File: config.mk
export PLATFORM = sky130hd
export DESIGN_NAME = strstore_seq
export DESIGN_NICKNAME = d
export VERILOG_FILES = /design/src/rtl/strstore_pkg.sv /design/src/rtl/strstore_count_dec.sv /design/src/rtl/strstore_ea_gen.sv /design/src/rtl/strstore_lane_pick.sv /design/src/rtl/strstore_seq.sv
export SDC_FILE = /design/constraint.sdc
export NUM_CORES = 1
export LEC_CHECK = 0
export CAP_MARGIN = 20
export CORE_AREA = 2 2 162 164
export DETAILED_ROUTE_END_ITERATION = 8
export DIE_AREA = 0 0 164 166
export GPL_TIMING_DRIVEN = 0
export PLACE_DENSITY = 0.82
export SYNTH_ARGS = -nofsm -noshare
export SYNTH_HDL_FRONTEND = slang
export SYNTH_SLANG_ARGS = --single-unit
export TNS_END_PERCENT = 1
File: constraint.sdc
create_clock -name clk -period 4.1 [get_ports clk]
set_clock_uncertainty 0.1 [all_clocks]
set_input_delay 0.82 -clock clk [delete_from_list [all_inputs] [get_ports clk]]
set_output_delay 0.82 -clock clk [all_outputs]
set_load 0.05 [all_outputs]
File: src/rtl/strstore_pkg.sv
package strstore_pkg;
  typedef enum logic [1:0] {
    SQ_IDLE = 2'd0,
    SQ_LOAD = 2'd1,
    SQ_SEND = 2'd2,
    SQ_DONE = 2'd3
  } sq_state_t;
endpackage

File: src/rtl/strstore_count_dec.sv
module strstore_count_dec #(
  parameter int IMM_W = 5,
  parameter int CNT_W = 7
) (
  input  logic             indexed,
  input  logic [IMM_W-1:0] imm_cnt,
  input  logic [CNT_W-1:0] stat_cnt,
  output logic [CNT_W-1:0] byte_cnt
);
  localparam logic [CNT_W-1:0] IMM_FULL = CNT_W'(1 << IMM_W);

  always_comb begin
    if (indexed)
      byte_cnt = stat_cnt;
    else if (imm_cnt == '0)
      byte_cnt = IMM_FULL;
    else
      byte_cnt = CNT_W'(imm_cnt);
  end

  // the immediate form can never ask for zero bytes
  always_comb begin
    if (!indexed) begin
      p_imm_nonzero_r3: assert (byte_cnt != '0);
    end
  end
endmodule

File: src/rtl/strstore_ea_gen.sv
module strstore_ea_gen #(
  parameter int ADDR_W = 64,
  parameter int RIDX_W = 5
) (
  input  logic              indexed,
  input  logic [RIDX_W-1:0] base_sel,
  input  logic [ADDR_W-1:0] base_val,
  input  logic [ADDR_W-1:0] index_val,
  output logic [ADDR_W-1:0] ea
);
  logic [ADDR_W-1:0] base_op;
  logic [ADDR_W-1:0] index_op;

  assign base_op  = (base_sel == '0) ? '0 : base_val;
  assign index_op = indexed ? index_val : '0;
  assign ea       = base_op + index_op;
endmodule

File: src/rtl/strstore_lane_pick.sv
module strstore_lane_pick #(
  parameter int BYTE_W = 8,
  parameter int LANES  = 4,
  localparam int WORD_W = BYTE_W * LANES,
  localparam int LANE_W = $clog2(LANES)
) (
  input  logic [WORD_W-1:0] word,
  input  logic [LANE_W-1:0] lane,
  output logic [BYTE_W-1:0] byte_out
);
  logic [BYTE_W-1:0] lane_bytes [LANES];

  for (genvar g = 0; g < LANES; g++) begin : g_lane
    assign lane_bytes[g] = word[WORD_W-1-g*BYTE_W -: BYTE_W];
  end

  assign byte_out = lane_bytes[lane];
endmodule

File: src/rtl/strstore_seq.sv
module strstore_seq
  import strstore_pkg::*;
#(
  parameter int NREG   = 32,
  parameter int ADDR_W = 64,
  parameter int BYTE_W = 8,
  parameter int LANES  = 4,
  parameter int IMM_W  = 5,
  parameter int CNT_W  = 7,
  localparam int RIDX_W = $clog2(NREG),
  localparam int WORD_W = BYTE_W * LANES,
  localparam int LANE_W = $clog2(LANES)
) (
  input  logic              clk,
  input  logic              rst_n,
  input  logic              start,
  input  logic              indexed,
  input  logic [RIDX_W-1:0] src_reg,
  input  logic [RIDX_W-1:0] base_sel,
  input  logic [ADDR_W-1:0] base_val,
  input  logic [ADDR_W-1:0] index_val,
  input  logic [IMM_W-1:0]  imm_cnt,
  input  logic [CNT_W-1:0]  stat_cnt,
  output logic [RIDX_W-1:0] rf_raddr,
  input  logic [WORD_W-1:0] rf_rdata_lo,
  output logic              mem_valid,
  input  logic              mem_ready,
  output logic [ADDR_W-1:0] mem_addr,
  output logic [BYTE_W-1:0] mem_wdata,
  output logic              busy,
  output logic              done
);
  localparam logic [RIDX_W-1:0] LAST_REG  = RIDX_W'(NREG - 1);
  localparam logic [LANE_W-1:0] LAST_LANE = LANE_W'(LANES - 1);

  sq_state_t         state_q;
  logic [RIDX_W-1:0] reg_q;
  logic [LANE_W-1:0] lane_q;
  logic [CNT_W-1:0]  cnt_q;
  logic [ADDR_W-1:0] addr_q;
  logic [WORD_W-1:0] word_q;

  logic [CNT_W-1:0]  dec_cnt;
  logic [ADDR_W-1:0] dec_ea;
  logic              accept;
  logic              xfer;

  strstore_count_dec #(.IMM_W(IMM_W), .CNT_W(CNT_W)) i_count_dec (
    .indexed  (indexed),
    .imm_cnt  (imm_cnt),
    .stat_cnt (stat_cnt),
    .byte_cnt (dec_cnt)
  );

  strstore_ea_gen #(.ADDR_W(ADDR_W), .RIDX_W(RIDX_W)) i_ea_gen (
    .indexed   (indexed),
    .base_sel  (base_sel),
    .base_val  (base_val),
    .index_val (index_val),
    .ea        (dec_ea)
  );

  strstore_lane_pick #(.BYTE_W(BYTE_W), .LANES(LANES)) i_lane_pick (
    .word     (word_q),
    .lane     (lane_q),
    .byte_out (mem_wdata)
  );

  assign accept    = start && (state_q == SQ_IDLE);
  assign xfer      = (state_q == SQ_SEND) && mem_ready;
  assign mem_valid = (state_q == SQ_SEND);
  assign mem_addr  = addr_q;
  assign rf_raddr  = reg_q;
  assign busy      = (state_q == SQ_LOAD) || (state_q == SQ_SEND);
  assign done      = (state_q == SQ_DONE);

  always_ff @(posedge clk) begin
    if (!rst_n) begin
      state_q <= SQ_IDLE;
      reg_q   <= '0;
      lane_q  <= '0;
      cnt_q   <= '0;
      addr_q  <= '0;
      word_q  <= '0;
    end else begin
      unique case (state_q)
        SQ_IDLE: begin
          if (accept) begin
            addr_q  <= dec_ea;
            cnt_q   <= dec_cnt;
            reg_q   <= src_reg;
            lane_q  <= '0;
            state_q <= (dec_cnt == '0) ? SQ_DONE : SQ_LOAD;
          end
        end
        SQ_LOAD: begin
          word_q  <= rf_rdata_lo;
          state_q <= SQ_SEND;
        end
        SQ_SEND: begin
          if (xfer) begin
            addr_q <= addr_q + ADDR_W'(1);
            cnt_q  <= cnt_q - CNT_W'(1);
            if (cnt_q == CNT_W'(1)) begin
              state_q <= SQ_DONE;
            end else if (lane_q == LAST_LANE) begin
              lane_q  <= '0;
              reg_q   <= (reg_q == LAST_REG) ? '0 : reg_q + RIDX_W'(1);
              state_q <= SQ_LOAD;
            end else begin
              lane_q <= lane_q + LANE_W'(1);
            end
          end
        end
        SQ_DONE: state_q <= SQ_IDLE;
        default: state_q <= SQ_IDLE;
      endcase
    end
  end

  // completion is a single-cycle pulse
  p_done_single_r10: assert property (@(posedge clk) disable iff (!rst_n)
    done |=> !done);

  // a stalled byte is held steady
  p_hold_stall_r8: assert property (@(posedge clk) disable iff (!rst_n)
    (mem_valid && !mem_ready) |=> (mem_valid && $stable(mem_addr) && $stable(mem_wdata)));

  // each accepted byte advances the address by one
  p_addr_step_r7: assert property (@(posedge clk) disable iff (!rst_n)
    (mem_valid && mem_ready) |=> (mem_addr == $past(mem_addr) + ADDR_W'(1)));

  // no write offered outside an operation
  p_idle_quiet_r9: assert property (@(posedge clk) disable iff (!rst_n)
    !busy |-> !mem_valid);

  // a zero count accepted when idle ends in the next cycle
  p_zero_done_r9: assert property (@(posedge clk) disable iff (!rst_n)
    (start && !busy && !done && indexed && stat_cnt == '0) |=> done);

  // the source register only moves after the last lane was taken
  p_reg_steady_r6: assert property (@(posedge clk) disable iff (!rst_n)
    (mem_valid && !(mem_ready && lane_q == LAST_LANE)) |=> $stable(rf_raddr));
endmodule

==> qor.yml <==
yosys:
  async_flop_share_pct: 0
  ys_seq_elements: 112
  synth_warnings: 0
  synth_fa_ha_area_share_pct: 8.28
  synthSimpleGateAreaFrac_pct: 29.3
  syn_nets: 1840
  synth-edff-count: 0
  netlist_area_mm2: 0.0113
  synth.distinct_cells: 84
  synth.area.top_cells: "dfxtp_1, a21oi_1, ha_1"
  synth_flop_cell: "dfxtp_1"
  synth_mux_area_share_pct: 6.05
  synth_top_family_by_area: "simple AND/OR/NAND/NOR gates"
  netlist_instances: 1579
  synth_xor_area_share_pct: 4.04
  synth_top_area_share_pct: 19.9
  ys_seq_area_share_pct: 19.9
  synth_top_cell_by_area: "dfxtp_1"
  syn_avg_cell_area_um2: 7.14
  synth_compound_area_share_pct: 27.6
clocking:
  tritoncts: "yes"
  clk_latency_ns: 0.38
  cts_root_buffer: "clkbuf_16"
  cts_buffers: 9
  clk_pin_slew_worst_paths_ns: 0.09
  clock-sinks: 112
  clockBufferDepth: 2
  cts.htree.levels: 3
setup_path:
  path_cells: "buf_6, or4_4, nor2_4, buf_12, clkbuf_16, nor2b_1, ha_1, nand2_2, or3_4, or4_4, o22a_4, nand2_4, a31oi_4, buf_6, o31ai_4, nand4b_1, o221ai_1"
  crit_required_ns: 4.30
  crit_arrival_ns: 4.43
  critical_path.startpoint_type: "primary input"
  cpLargestDelayFamily: "simple AND/OR/NAND/NOR gates"
  r2r_cells: 10
  reg2reg_from: "state_q[0]"
  cp_slowest_stage_delay_ns: 0.54
  r2r_slack_ns: 0.63
  end_kind: "register"
  r2r_end: "mem_addr[55]"
  slowest_stage: "or4_4"
  critPathLaunch: "base_sel[2]"
  worstPathMaxFanout: 7
  critPathKind: "in -> reg"
  cp_num_cells: 17
  crit_end: "mem_addr[48]"
  crit_buf_inv: 4
global_routing:
  grt_pass1_vias: 12900
  gr-total-overflow: 0
  grt_max_degree: 24
  track_usage_pct: 32.1
  antenna_found_initial: 1
  grt_first_pass_wirelength_mm: 69.7
placement:
  place_congestion: 0.972
  place_inst: 2178
  placed_cell_area_mm2: 0.0144
  io_buffers: 264
  dpl.hpwl_mm: 33.9
timing:
  timing.final.hold_violations: 0
  setup_violations: 24
  rsz0062_at_grt: "yes"
  slew_viol_final: 0
  period_share_pct: 103
  setup_slack_ns: -0.124
  worst_slew_pin_slew_ns: 0.937
  fmax_mhz: 237
  whs_ns: 0.396
  slew_headroom_pct: 37.3
  fin_crit_ns: 4.22
drt:
  num_vias: 13700
  viasPerCell: 6.16
  drcViolationCount: 0
  drt_wl_total_mm: 45.6
  ant_nets: 0
  wl_per_cell_um: 20.5
  first_pass_iters: 6
  drt_iter0_markers: 1458
cells_and_area:
  fin_nets: 2148
  stdcell_area_mm2: 0.0157
  fillCellCount: 2343
  syn2layout_area_growth_pct: 39.6
  finalCoreUtilization_pct: 61.4
  layout_common_cells: "clkdlybuf4s50_1, a21oi_1, nand2_1"
  layout_commonest_cell: "clkdlybuf4s50_1"
  antenna_cells: 0
  layout.cells.non_filler: 2227
  drive_gt1_share_pct: 11.5
floorplan:
  start_util_pct: 44.0
  core_area_mm2: 0.0256
  pin_count: 267
  dieArea_mm2: 0.0272
  num_rows: 59
  die_w_um: 164
  die_y_um: 166
power:
  seqPwrFrac_pct: 23.0
  vdd_drop_max_v: 0.000474
  p_comb_share_pct: 65.8
  p_switching_uw: 4670
  p_int_uw: 3850
  leakage_uw: 0.00593
  p_sw_share_pct: 54.8
  clockPowerShare_pct: 11.2
  powerDensity_mw_per_mm2: 542
flow_run:
  max-cap-violations: 0
min_path:
  hp-class: "reg -> reg"
outcome:
  status: "finished with violations"
  violations: "setup timing"
==> cell type report <==
| class | instances | area [um2] | share of cell area, % |
|---|---|---|---|
| inverter | 35 | 131 | 0.835 |
| tap | 335 | 419 | 2.66 |
| clock inverter | 7 | 91.3 | 0.581 |
| clock buffer | 9 | 225 | 1.43 |
| buffer | 92 | 472 | 3.00 |
| multi-input combinational | 1327 | 9110 | 58.0 |
| timing repair buffer | 310 | 3030 | 19.3 |
| sequential | 112 | 2240 | 14.3 |
==> how the worst min path moves through the flow <==
| stage | start | endpoint | slack [ns] | depth (start not counted) |
|---|---|---|---|---|
| after floorplan | word_q[10] | word_q[10] | 0.35 | 2 |
| after CTS | word_q[3] | word_q[3] | 0.40 | 2 |
| after detailed placement | word_q[10] | word_q[10] | 0.38 | 2 |
| after global placement | word_q[22] | word_q[22] | 0.37 | 2 |
| after global routing | word_q[3] | word_q[3] | 0.43 | 2 |
| final | word_q[3] | word_q[3] | 0.40 | 2 |
==> layer usage <==
layer  global-route usage, %  part of all wire, %  vias to the layer above
li1                        -                    -                     6370
met1                    42.2                   40                     6412
met2                    53.1                   46                      815
met3                    5.84                   10                      128
met4                    10.5                  3.8                        0
met5                       0                    0                        -
==> what timing repair did <==
action                                  in CTS  in global routing
buffers inserted                            27                 18
resized for setup                           94                 94
hold buffers                                 0                  0
endpoints found under the hold margin        0                  0
pin swaps                                   32                 57
cloned                                       2                  1
endpoints found under the setup margin      57                 43
==> logic make-up (layout without fill, tap and decap cells) <==
kind of cell | after synthesis | count (layout)
AOI/OAI and AO/OA | 506 | 506
and+or+nand+nor | 637 | 637
buffers and inverters | 140 | 453
xor gates and xnor gates | 52 | 52
DFF | 112 | 112
adders and majority gates | 74 | 74
muxes | 58 | 58
==> state kept, by name (all words and copies together) (netlist names) <==
name / cells
lane_q: 2
state_q: 2
cnt_q: 7
rf_raddr: 5
word_q: 32
mem_addr: 64
==> metrics by stage <==
stage	setup WS, ns	setup TNS [ns]	total power, uW
after global placement	-1.52	-63.15	7160
final	-0.124	-1.02	8530
after floorplan	-0.0439	-0.158	5320
after CTS	-0.212	-1.55	8290
after global routing	-0.196	-3.91	8920
after detailed placement	-1.53	-65.69	7250
==> synth_stat cells (8+ instances only) <==
master / n
xnor2_1: 26
inv_1: 33
o211ai_1: 8
nand2b_1: 8
a211oi_1: 15
a21o_1: 32
a21boi_0: 12
o21ai_0: 114
o22ai_1: 13
o21ai_1: 8
or4_1: 10
buf_2: 11
dfxtp_1: 112
nor2_1: 127
nand3_1: 59
clkbuf_1: 79
nor4_1: 14
o21a_1: 12
mux2i_1: 49
buf_1: 13
a21oi_1: 197
xor2_1: 26
ha_1: 73
and2_1: 69
nor2b_1: 76
nand2_1: 145
and3_1: 14
mux4_2: 8
o221ai_1: 8
or3_1: 16
a31oi_1: 11
nand4_1: 39
nor3_1: 27
o21bai_1: 12
==> worst register-to-register path, delay by kind of cell (launching register included) <==
kind                     cells  cell delay [ns]
multiplexers                 1             0.17
flip-flops                   1             0.39
buffers and inverters        3             0.94
AND/OR/NAND/NOR              4             1.24
adder cells (fa/ha/maj)      1             0.22
AO/OA/AOI/OAI                1             0.29
==> power groups by stage <==
stage / registers (uW) / logic [uW] / clock network (uW)
2_1_floorplan: 2740 / 2580 / 0
3_3_place_gp: 1940 / 5220 / 0
3_5_place_dp: 1950 / 5300 / 0
4_1_cts: 1930 / 5400 / 957
5_1_grt: 2000 / 5920 / 1000
6_report: 1960 / 5610 / 958
No activity file was read; power rests on OpenSTA's default activity.
